### config.mk
export PLATFORM = sky130hd
export DESIGN_NAME = irq_seq
export DESIGN_NICKNAME = d
export VERILOG_FILES = /design/src/rtl/irq_seq_pkg.sv /design/src/rtl/irq_seq_ctrl.sv /design/src/rtl/irq_seq_frame.sv /design/src/rtl/irq_seq_vec.sv /design/src/rtl/irq_seq.sv
export SDC_FILE = /design/constraint.sdc
export NUM_CORES = 1
export LEC_CHECK = 0
export BUFFER_PORTS_ARGS = -buffer_cell sky130_fd_sc_hd__buf_4
export CAP_MARGIN = 20
export CORE_MARGIN = 2
export CORE_UTILIZATION = 50
export DETAILED_ROUTE_END_ITERATION = 10
export GPL_TIMING_DRIVEN = 0
export PLACE_DENSITY = 0.79
export SLEW_MARGIN = 20
export SYNTH_ARGS = -nofsm -noshare
export SYNTH_HDL_FRONTEND = slang
export SYNTH_SLANG_ARGS = --single-unit
### constraint.sdc
create_clock -name clk_i -period 2.58 [get_ports clk_i]
set_input_delay 0.516 -clock clk_i [delete_from_list [all_inputs] [get_ports clk_i]]
set_output_delay 0.516 -clock clk_i [all_outputs]
set_load 0.01 [all_outputs]
### src/rtl/irq_seq_pkg.sv
`timescale 1ns/1ps
package irq_seq_pkg;
  localparam int FRAME_BYTES = 9;
  localparam int IDX_W = $clog2(FRAME_BYTES);

  typedef enum logic [3:0] {
    S_BOOT, S_IDLE, S_PUSH, S_WAIT, S_VHI, S_VLO, S_LOAD, S_PULL, S_REST
  } seq_state_e;
endpackage

### src/rtl/irq_seq_ctrl.sv
`timescale 1ns/1ps
module irq_seq_ctrl
  import irq_seq_pkg::*;
(
  input  logic             clk_i,
  input  logic             rst_ni,
  input  logic             insn_done_i,
  input  logic             irq_valid_i,
  input  logic             rti_req_i,
  input  logic             wai_req_i,
  output seq_state_e       state_o,
  output logic [IDX_W-1:0] idx_o,
  output logic             stacked_o,
  output logic             snap_o,
  output logic             sp_start_o,
  output logic             src_load_o
);
  localparam logic [IDX_W-1:0] LAST = IDX_W'(FRAME_BYTES - 1);

  seq_state_e       state_q, state_d;
  logic [IDX_W-1:0] idx_q;
  logic             wai_q, stacked_q;
  logic             idle, start_pull, start_push, take_irq, wake;

  assign idle       = (state_q == S_IDLE);
  assign start_pull = idle && rti_req_i;
  assign take_irq   = idle && !rti_req_i && !wai_req_i && insn_done_i && irq_valid_i;
  assign start_push = idle && !rti_req_i && (wai_req_i || (insn_done_i && irq_valid_i));
  assign wake       = (state_q == S_WAIT) && irq_valid_i;

  always_comb begin
    state_d = state_q;
    unique case (state_q)
      S_BOOT: state_d = S_VHI;
      S_IDLE: if (start_pull) state_d = S_PULL;
              else if (start_push) state_d = S_PUSH;
      S_PUSH: if (idx_q == LAST) state_d = wai_q ? S_WAIT : S_VHI;
      S_WAIT: if (wake) state_d = S_VHI;
      S_VHI:  state_d = S_VLO;
      S_VLO:  state_d = S_LOAD;
      S_LOAD: state_d = S_IDLE;
      S_PULL: if (idx_q == LAST) state_d = S_REST;
      S_REST: state_d = S_IDLE;
      default: state_d = S_IDLE;
    endcase
  end

  always_ff @(posedge clk_i or negedge rst_ni) begin
    if (!rst_ni) begin
      state_q   <= S_BOOT;
      idx_q     <= '0;
      wai_q     <= 1'b0;
      stacked_q <= 1'b0;
    end else begin
      state_q <= state_d;
      if (state_q == S_PUSH || state_q == S_PULL)
        idx_q <= (idx_q == LAST) ? '0 : idx_q + 1'b1;
      if (start_push) begin
        wai_q     <= wai_req_i;
        stacked_q <= 1'b1;
      end
    end
  end

  assign state_o    = state_q;
  assign idx_o      = idx_q;
  assign stacked_o  = stacked_q;
  assign snap_o     = start_push;
  assign sp_start_o = start_push || start_pull;
  assign src_load_o = take_irq || wake;
endmodule

### src/rtl/irq_seq_frame.sv
`timescale 1ns/1ps
module irq_seq_frame #(
  parameter int DW = 8,
  parameter int NB = 9,
  parameter int IW = 4
) (
  input  logic          clk_i,
  input  logic          rst_ni,
  input  logic          snap_i,
  input  logic [2*DW-1:0] pc_i,
  input  logic [2*DW-1:0] iy_i,
  input  logic [2*DW-1:0] ix_i,
  input  logic [DW-1:0] a_i,
  input  logic [DW-1:0] b_i,
  input  logic [DW-1:0] ccr_i,
  input  logic          cap_i,
  input  logic [IW-1:0] idx_i,
  input  logic [DW-1:0] rdata_i,
  output logic [DW-1:0] byte_o,
  output logic [2*DW-1:0] pc_o,
  output logic [2*DW-1:0] iy_o,
  output logic [2*DW-1:0] ix_o,
  output logic [DW-1:0] a_o,
  output logic [DW-1:0] b_o,
  output logic [DW-1:0] ccr_o
);
  // slot i is the byte pushed i-th; pull step j refills slot NB-1-j
  logic [DW-1:0] slot_q [NB];
  logic [DW-1:0] snap_v [NB];

  assign snap_v[0] = pc_i[DW-1:0];
  assign snap_v[1] = pc_i[2*DW-1:DW];
  assign snap_v[2] = iy_i[DW-1:0];
  assign snap_v[3] = iy_i[2*DW-1:DW];
  assign snap_v[4] = ix_i[DW-1:0];
  assign snap_v[5] = ix_i[2*DW-1:DW];
  assign snap_v[6] = a_i;
  assign snap_v[7] = b_i;
  assign snap_v[8] = ccr_i;

  for (genvar g = 0; g < NB; g++) begin : g_slot
    always_ff @(posedge clk_i or negedge rst_ni) begin
      if (!rst_ni) slot_q[g] <= '0;
      else if (snap_i) slot_q[g] <= snap_v[g];
      else if (cap_i && (IW'(NB - 1) - idx_i) == IW'(g)) slot_q[g] <= rdata_i;
    end
  end

  assign byte_o = slot_q[idx_i];
  assign pc_o   = {slot_q[1], slot_q[0]};
  assign iy_o   = {slot_q[3], slot_q[2]};
  assign ix_o   = {slot_q[5], slot_q[4]};
  assign a_o    = slot_q[6];
  assign b_o    = slot_q[7];
  assign ccr_o  = slot_q[8];
endmodule

### src/rtl/irq_seq_vec.sv
`timescale 1ns/1ps
module irq_seq_vec #(
  parameter int          AW    = 16,
  parameter int          SW    = 5,
  parameter logic [AW-1:0] TOP = 16'hFFFE
) (
  input  logic [SW-1:0] src_i,
  input  logic          lo_i,
  output logic [AW-1:0] addr_o
);
  logic [AW-1:0] base;
  assign base   = TOP - (AW'(src_i) << 1);
  assign addr_o = lo_i ? (base | AW'(1)) : base;
endmodule

### src/rtl/irq_seq.sv
`timescale 1ns/1ps
module irq_seq
  import irq_seq_pkg::*;
#(
  parameter int            DATA_W    = 8,
  parameter int            ADDR_W    = 16,
  parameter int            N_SRC     = 32,
  parameter logic [15:0]   VEC_TOP   = 16'hFFFE,
  parameter int            RESET_SRC = 0,
  localparam int           SRC_W     = $clog2(N_SRC),
  localparam int           RW        = 2 * DATA_W
) (
  input  logic              clk_i,
  input  logic              rst_ni,
  input  logic              insn_done_i,
  input  logic              irq_valid_i,
  input  logic [SRC_W-1:0]  irq_src_i,
  input  logic              rti_req_i,
  input  logic              wai_req_i,
  input  logic [RW-1:0]     pc_i,
  input  logic [RW-1:0]     iy_i,
  input  logic [RW-1:0]     ix_i,
  input  logic [DATA_W-1:0] a_i,
  input  logic [DATA_W-1:0] b_i,
  input  logic [DATA_W-1:0] ccr_i,
  input  logic [ADDR_W-1:0] sp_i,
  input  logic [DATA_W-1:0] mem_rdata_i,
  output logic [ADDR_W-1:0] mem_addr_o,
  output logic [DATA_W-1:0] mem_wdata_o,
  output logic              mem_we_o,
  output logic              mem_re_o,
  output logic [RW-1:0]     pc_o,
  output logic              pc_load_o,
  output logic              mask_set_o,
  output logic [ADDR_W-1:0] sp_o,
  output logic              sp_load_o,
  output logic [RW-1:0]     iy_o,
  output logic [RW-1:0]     ix_o,
  output logic [DATA_W-1:0] a_o,
  output logic [DATA_W-1:0] b_o,
  output logic [DATA_W-1:0] ccr_o,
  output logic              regs_load_o,
  output logic              busy_o
);
  seq_state_e         state;
  logic [IDX_W-1:0]   idx;
  logic               stacked, snap, sp_start, src_load;
  logic [ADDR_W-1:0]  sp_q, vec_addr;
  logic [SRC_W-1:0]   src_q;
  logic [DATA_W-1:0]  vhi_q, vlo_q;
  logic [RW-1:0]      frame_pc;

  irq_seq_ctrl u_ctrl (
    .clk_i, .rst_ni, .insn_done_i, .irq_valid_i, .rti_req_i, .wai_req_i,
    .state_o(state), .idx_o(idx), .stacked_o(stacked), .snap_o(snap),
    .sp_start_o(sp_start), .src_load_o(src_load)
  );

  irq_seq_frame #(.DW(DATA_W), .NB(FRAME_BYTES), .IW(IDX_W)) u_frame (
    .clk_i, .rst_ni, .snap_i(snap), .pc_i, .iy_i, .ix_i, .a_i, .b_i, .ccr_i,
    .cap_i(state == S_PULL), .idx_i(idx), .rdata_i(mem_rdata_i),
    .byte_o(mem_wdata_o), .pc_o(frame_pc), .iy_o, .ix_o, .a_o, .b_o, .ccr_o
  );

  irq_seq_vec #(.AW(ADDR_W), .SW(SRC_W), .TOP(ADDR_W'(VEC_TOP))) u_vec (
    .src_i(src_q), .lo_i(state == S_VLO), .addr_o(vec_addr)
  );

  always_ff @(posedge clk_i or negedge rst_ni) begin
    if (!rst_ni) begin
      sp_q  <= '0;
      src_q <= SRC_W'(RESET_SRC);
      vhi_q <= '0;
      vlo_q <= '0;
    end else begin
      if (sp_start)              sp_q <= sp_i;
      else if (state == S_PUSH)  sp_q <= sp_q - ADDR_W'(1);
      else if (state == S_PULL)  sp_q <= sp_q + ADDR_W'(1);
      if (src_load)              src_q <= irq_src_i;
      if (state == S_VHI)        vhi_q <= mem_rdata_i;
      if (state == S_VLO)        vlo_q <= mem_rdata_i;
    end
  end

  always_comb begin
    unique case (state)
      S_PUSH:       mem_addr_o = sp_q;
      S_PULL:       mem_addr_o = sp_q + ADDR_W'(1);
      S_VHI, S_VLO: mem_addr_o = vec_addr;
      default:      mem_addr_o = '0;
    endcase
  end

  assign mem_we_o    = (state == S_PUSH);
  assign mem_re_o    = (state == S_VHI) || (state == S_VLO) || (state == S_PULL);
  assign pc_load_o   = (state == S_LOAD) || (state == S_REST);
  assign pc_o        = (state == S_LOAD) ? {vhi_q, vlo_q} : frame_pc;
  assign mask_set_o  = (state == S_LOAD);
  assign regs_load_o = (state == S_REST);
  assign sp_load_o   = ((state == S_LOAD) && stacked) || (state == S_REST);
  assign sp_o        = sp_q;
  assign busy_o      = (state != S_IDLE);
endmodule

==> flow_metrics.tcl <==
set metrics [dict create \
    grt_start_max_net_pins 74 \
    maxUsedRoutingLayer "met4" \
    wirelength_met1_mm 11.2 \
    power.total_mw 16.2 \
    startpoint_type "flip-flop" \
    hold_viol_final 0 \
    chipWidth_um 126 \
    report.final.setup_viol 15 \
    async_set_reset_flop_share_out_of_synthesis_pct 100 \
    ant_nets 0 \
    max_cap_violations 0 \
    drt-pass1-iter-count 8 \
    synth_nets 967 \
    max_clk_rate_mhz 376 \
    placedInstanceArea_um2 9420 \
    cts_htree_levels 4 \
    worst_setup_hold_path_clk_slew_ps 60 \
    place_hpwl_mm 20.8 \
    finalWirelength_mm 31.2 \
    multi_input_area_um2 4480 \
    hp-class "in -> async" \
    grt_overflow_total 0 \
    final_area_um2 11100 \
    areaGrowthSynthToFinish_pct 48.4 \
    yosysWarningCount 0 \
    number_of_global_route_vias_before_repair 8353 \
    first_iter_violations 1147 \
    start_util_pct 51.3 \
    area.sequential_um2 2990 \
    drt-vias-per-instance 6.61 \
    antenna_cell_count 0 \
    count_of_flip_flops_with_a_built_in_enable_after_synthesis 0 \
    post_synth_inst_count 852 \
    core_region_area_um2 14600 \
    num_vias 8778 \
    number_of_antenna_violations_at_the_first_check_in_global_routing 0 \
    run_status "finished, violations left" \
    synth_top_flop_cell "sky130_fd_sc_hd__dfrtp_1" \
    irDropWorstVdd_mv 0.748 \
    most-common-layout-cells "253 x sky130_fd_sc_hd__buf_4, 167 x sky130_fd_sc_hd__nand2_1, 106 x sky130_fd_sc_hd__dfrtp_1" \
    final.period_utilization_pct 103 \
    crit_arrival_ps 2140 \
    setup.reg_to_reg.worst_slack_ps 30 \
    timing.critical_path.required_ps 2060 \
    synth_simple_gate_area_share_pct 22.1 \
    rsz0062_at_grt "true" \
    critPathCaptureType "output pin" \
    failing_checks "setup timing" \
    synth_cell_types 59 \
    mostFrequentLayoutCell "sky130_fd_sc_hd__buf_4" \
    finish.net_count 1246 \
    clkSinkCount 119 \
    postSynthRegisterBits 119 \
    cts_hold_buffers 0 \
    cpMaxStageDelayCell "sky130_fd_sc_hd__mux4_2" \
    fillerInstances 980 \
    power_density_nw_per_um2 1450 \
    muxShareOfSynthArea_pct 12.0 \
    post_synth_instance_area_um2 7480 \
    clock-root-buffer "sky130_fd_sc_hd__clkbuf_16" \
    slew_margin_rel_pct 40.5 \
    gp_congestion 0.985 \
    place.port_buffers 222 \
    p_leak_nw 4.93 \
    num_rows 44 \
    floorplan.die.height_um 126 \
    timing_worst_slew_pin_value_ps 890 \
    synthXorXnorAreaFrac_pct 0.819 \
    numCtsBuffers 17 \
    worstPathMaxFanout 6 \
    cts_tree "yes" \
    placement_setup_slack_ps -478 \
    ys_seq_area_share_pct 39.8 \
    layout_setup_ws_ps -80.7 \
    design.portCount 226 \
    final_core_util_pct 76.1 \
    fp.dieArea_um2 16000 \
    postSynthAreaPerCell_um2 8.78 \
    crit_chain "buf_12 > buf_12 > mux4_2 > mux2i_1 > o22ai_2 > buf_4" \
    synth_top_family_by_area "simple AND/OR/NAND/NOR gates" \
    critical_path_class "reg -> out" \
    total_routing_usage_gr_pct 37.7 \
    synth_compound_area_share_pct 18.8 \
    detail_route.drc_violations 0 \
    finalMaxSlewViolations 0 \
    clkLatencyLatePin_ps 430 \
    critPathMostFrequentCell "sky130_fd_sc_hd__buf_12" \
    yosys.area_share.adder_pct 1.34 \
    critical_path.max_stage_delay_ps 540 \
    cts.path.max_buffers 2 \
    totalNegativeSetupSlack_ps -551 \
    route.met3.wl_mm 3.65 \
    final_period_minus_worst_setup_slack_ps 2660 \
    drt-wirelength-per-cell_um 23.5 \
    drive_above_1_share_pct 41.3 \
    clock_skew_ps 5.77 \
    routed-wl-met2_mm 14.6 \
    grt_first_pass_wirelength_mm 46.4 \
]
report_power, final:
part | internal, mW | leakage [nW] | total (mW) | switching (mW)
clock network | 1.61 | 0.294 | 2.54 | 0.929
logic | 4.78 | 3.21 | 9.73 | 4.94
registers | 2.83 | 1.42 | 3.88 | 1.05
total | 9.23 | 4.93 | 16.2 | 6.93
routing by layer:
metal  vias to the layer above  global-route usage, %
met3                       163                   9.03
met2                       796                   60.1
met5                         -                      0
li1                       3666                      -
met4                         0                   18.9
met1                      4153                   48.3
worst max-delay path, delay by kind of cell (launching register included):
kind	cells	cell delay [ps]
compound gates	1	120
buf+inv	3	450
flops	1	400
mux	2	740
kinds of logic after synthesis:
family,after synthesis
simple gates,361
compound gates,198
flops,119
buf+inv,94
mux,65
fa+ha+maj,8
xor+xnor,7
sequential cells by signal, indices dropped and copies added, names as in the netlist:
register          cells
u_ctrl.wai_q          1
u_frame.ccr_o         8
vlo_q                 8
src_q                 5
u_frame.b_o           8
sp_o                 16
u_frame.a_o           8
u_ctrl.idx_o          4
u_ctrl.stacked_o      1
u_frame.iy_o         16
u_frame.ix_o         16
vhi_q                 8
u_ctrl.state_o        4
u_frame.pc_o         16
what timing repair did:
item	CTS	global route
pin swaps	22	20
gates resized for setup	115	122
cloned	3	1
endpoints found under the setup margin	115	122
hold endpoints to repair	0	0
buffers inserted	32	17
area by class of cell:
| cell class | count | share of cell area (%) |
|---|---|---|
| Clock buffer | 20 | 3.93 |
| Timing Repair Buffer | 276 | 20.5 |
| Clock inverter | 12 | 1.59 |
| Buffer | 69 | 4.27 |
| Sequential cell | 119 | 27.0 |
| Multi-Input combinational cell | 639 | 40.4 |
| Inverter | 9 | 0.327 |
| Tap cell | 184 | 2.07 |
synth_stat cells (3+ instances only):
master,n,share of area (%)
sky130_fd_sc_hd__a211o_1,3,0.35
sky130_fd_sc_hd__a21o_1,3,0.30
sky130_fd_sc_hd__a21oi_1,39,2.6
sky130_fd_sc_hd__a221o_1,17,2.3
sky130_fd_sc_hd__a22o_1,4,0.47
sky130_fd_sc_hd__a31oi_1,3,0.25
sky130_fd_sc_hd__and2_1,15,1.3
sky130_fd_sc_hd__and3_1,8,0.67
sky130_fd_sc_hd__buf_1,7,0.35
sky130_fd_sc_hd__buf_2,10,0.67
sky130_fd_sc_hd__clkbuf_1,65,3.3
sky130_fd_sc_hd__dfrtp_1,119,40
sky130_fd_sc_hd__ha_1,8,1.3
sky130_fd_sc_hd__inv_1,9,0.45
sky130_fd_sc_hd__mux2_2,39,5.9
sky130_fd_sc_hd__mux2i_1,10,1.3
sky130_fd_sc_hd__mux4_2,16,4.8
sky130_fd_sc_hd__nand2_1,170,8.5
sky130_fd_sc_hd__nand2b_1,4,0.33
sky130_fd_sc_hd__nand3_1,71,4.7
sky130_fd_sc_hd__nand4_1,5,0.42
sky130_fd_sc_hd__nor2_1,42,2.1
sky130_fd_sc_hd__nor2b_1,3,0.25
sky130_fd_sc_hd__nor3_1,11,0.74
sky130_fd_sc_hd__nor3b_1,6,0.60
sky130_fd_sc_hd__nor4_1,9,0.75
sky130_fd_sc_hd__o2111ai_1,3,0.35
sky130_fd_sc_hd__o211ai_1,60,6.0
sky130_fd_sc_hd__o21a_1,3,0.30
sky130_fd_sc_hd__o21ai_0,21,1.4
sky130_fd_sc_hd__o221ai_1,6,0.70
sky130_fd_sc_hd__o22ai_1,14,1.2
sky130_fd_sc_hd__o311ai_0,3,0.35
sky130_fd_sc_hd__o31ai_1,3,0.30
sky130_fd_sc_hd__or2_2,4,0.33
sky130_fd_sc_hd__or3_1,4,0.33
sky130_fd_sc_hd__xor2_1,5,0.59
metrics by stage:
| step | cells | hold WS, ps |
|---|---|---|
| final | 1328 | 29.6 |
| after global routing | 1328 | 67.6 |
| after CTS | 1322 | 44.0 |
| after detailed placement | 1259 | 486 |
| after global placement | 1258 | 483 |
| after floorplan | 852 | 220 |
final timing paths:
path,endpoint,cells past startpoint,from
setup / recovery,mem_wdata_o[4],6,u_ctrl.idx_o[0]
setup reg to reg,u_frame.ix_o[12],9,u_ctrl.state_o[2]
hold / removal,src_q[1],1,rst_ni
max in group asynchronous,u_ctrl.idx_o[1],2,rst_ni
min in group clk_i,u_frame.iy_o[6],3,iy_i[6]
hold reg to reg,vlo_q[7],1,vlo_q[7]
Note: power is estimated with default switching activity, not from simulation.
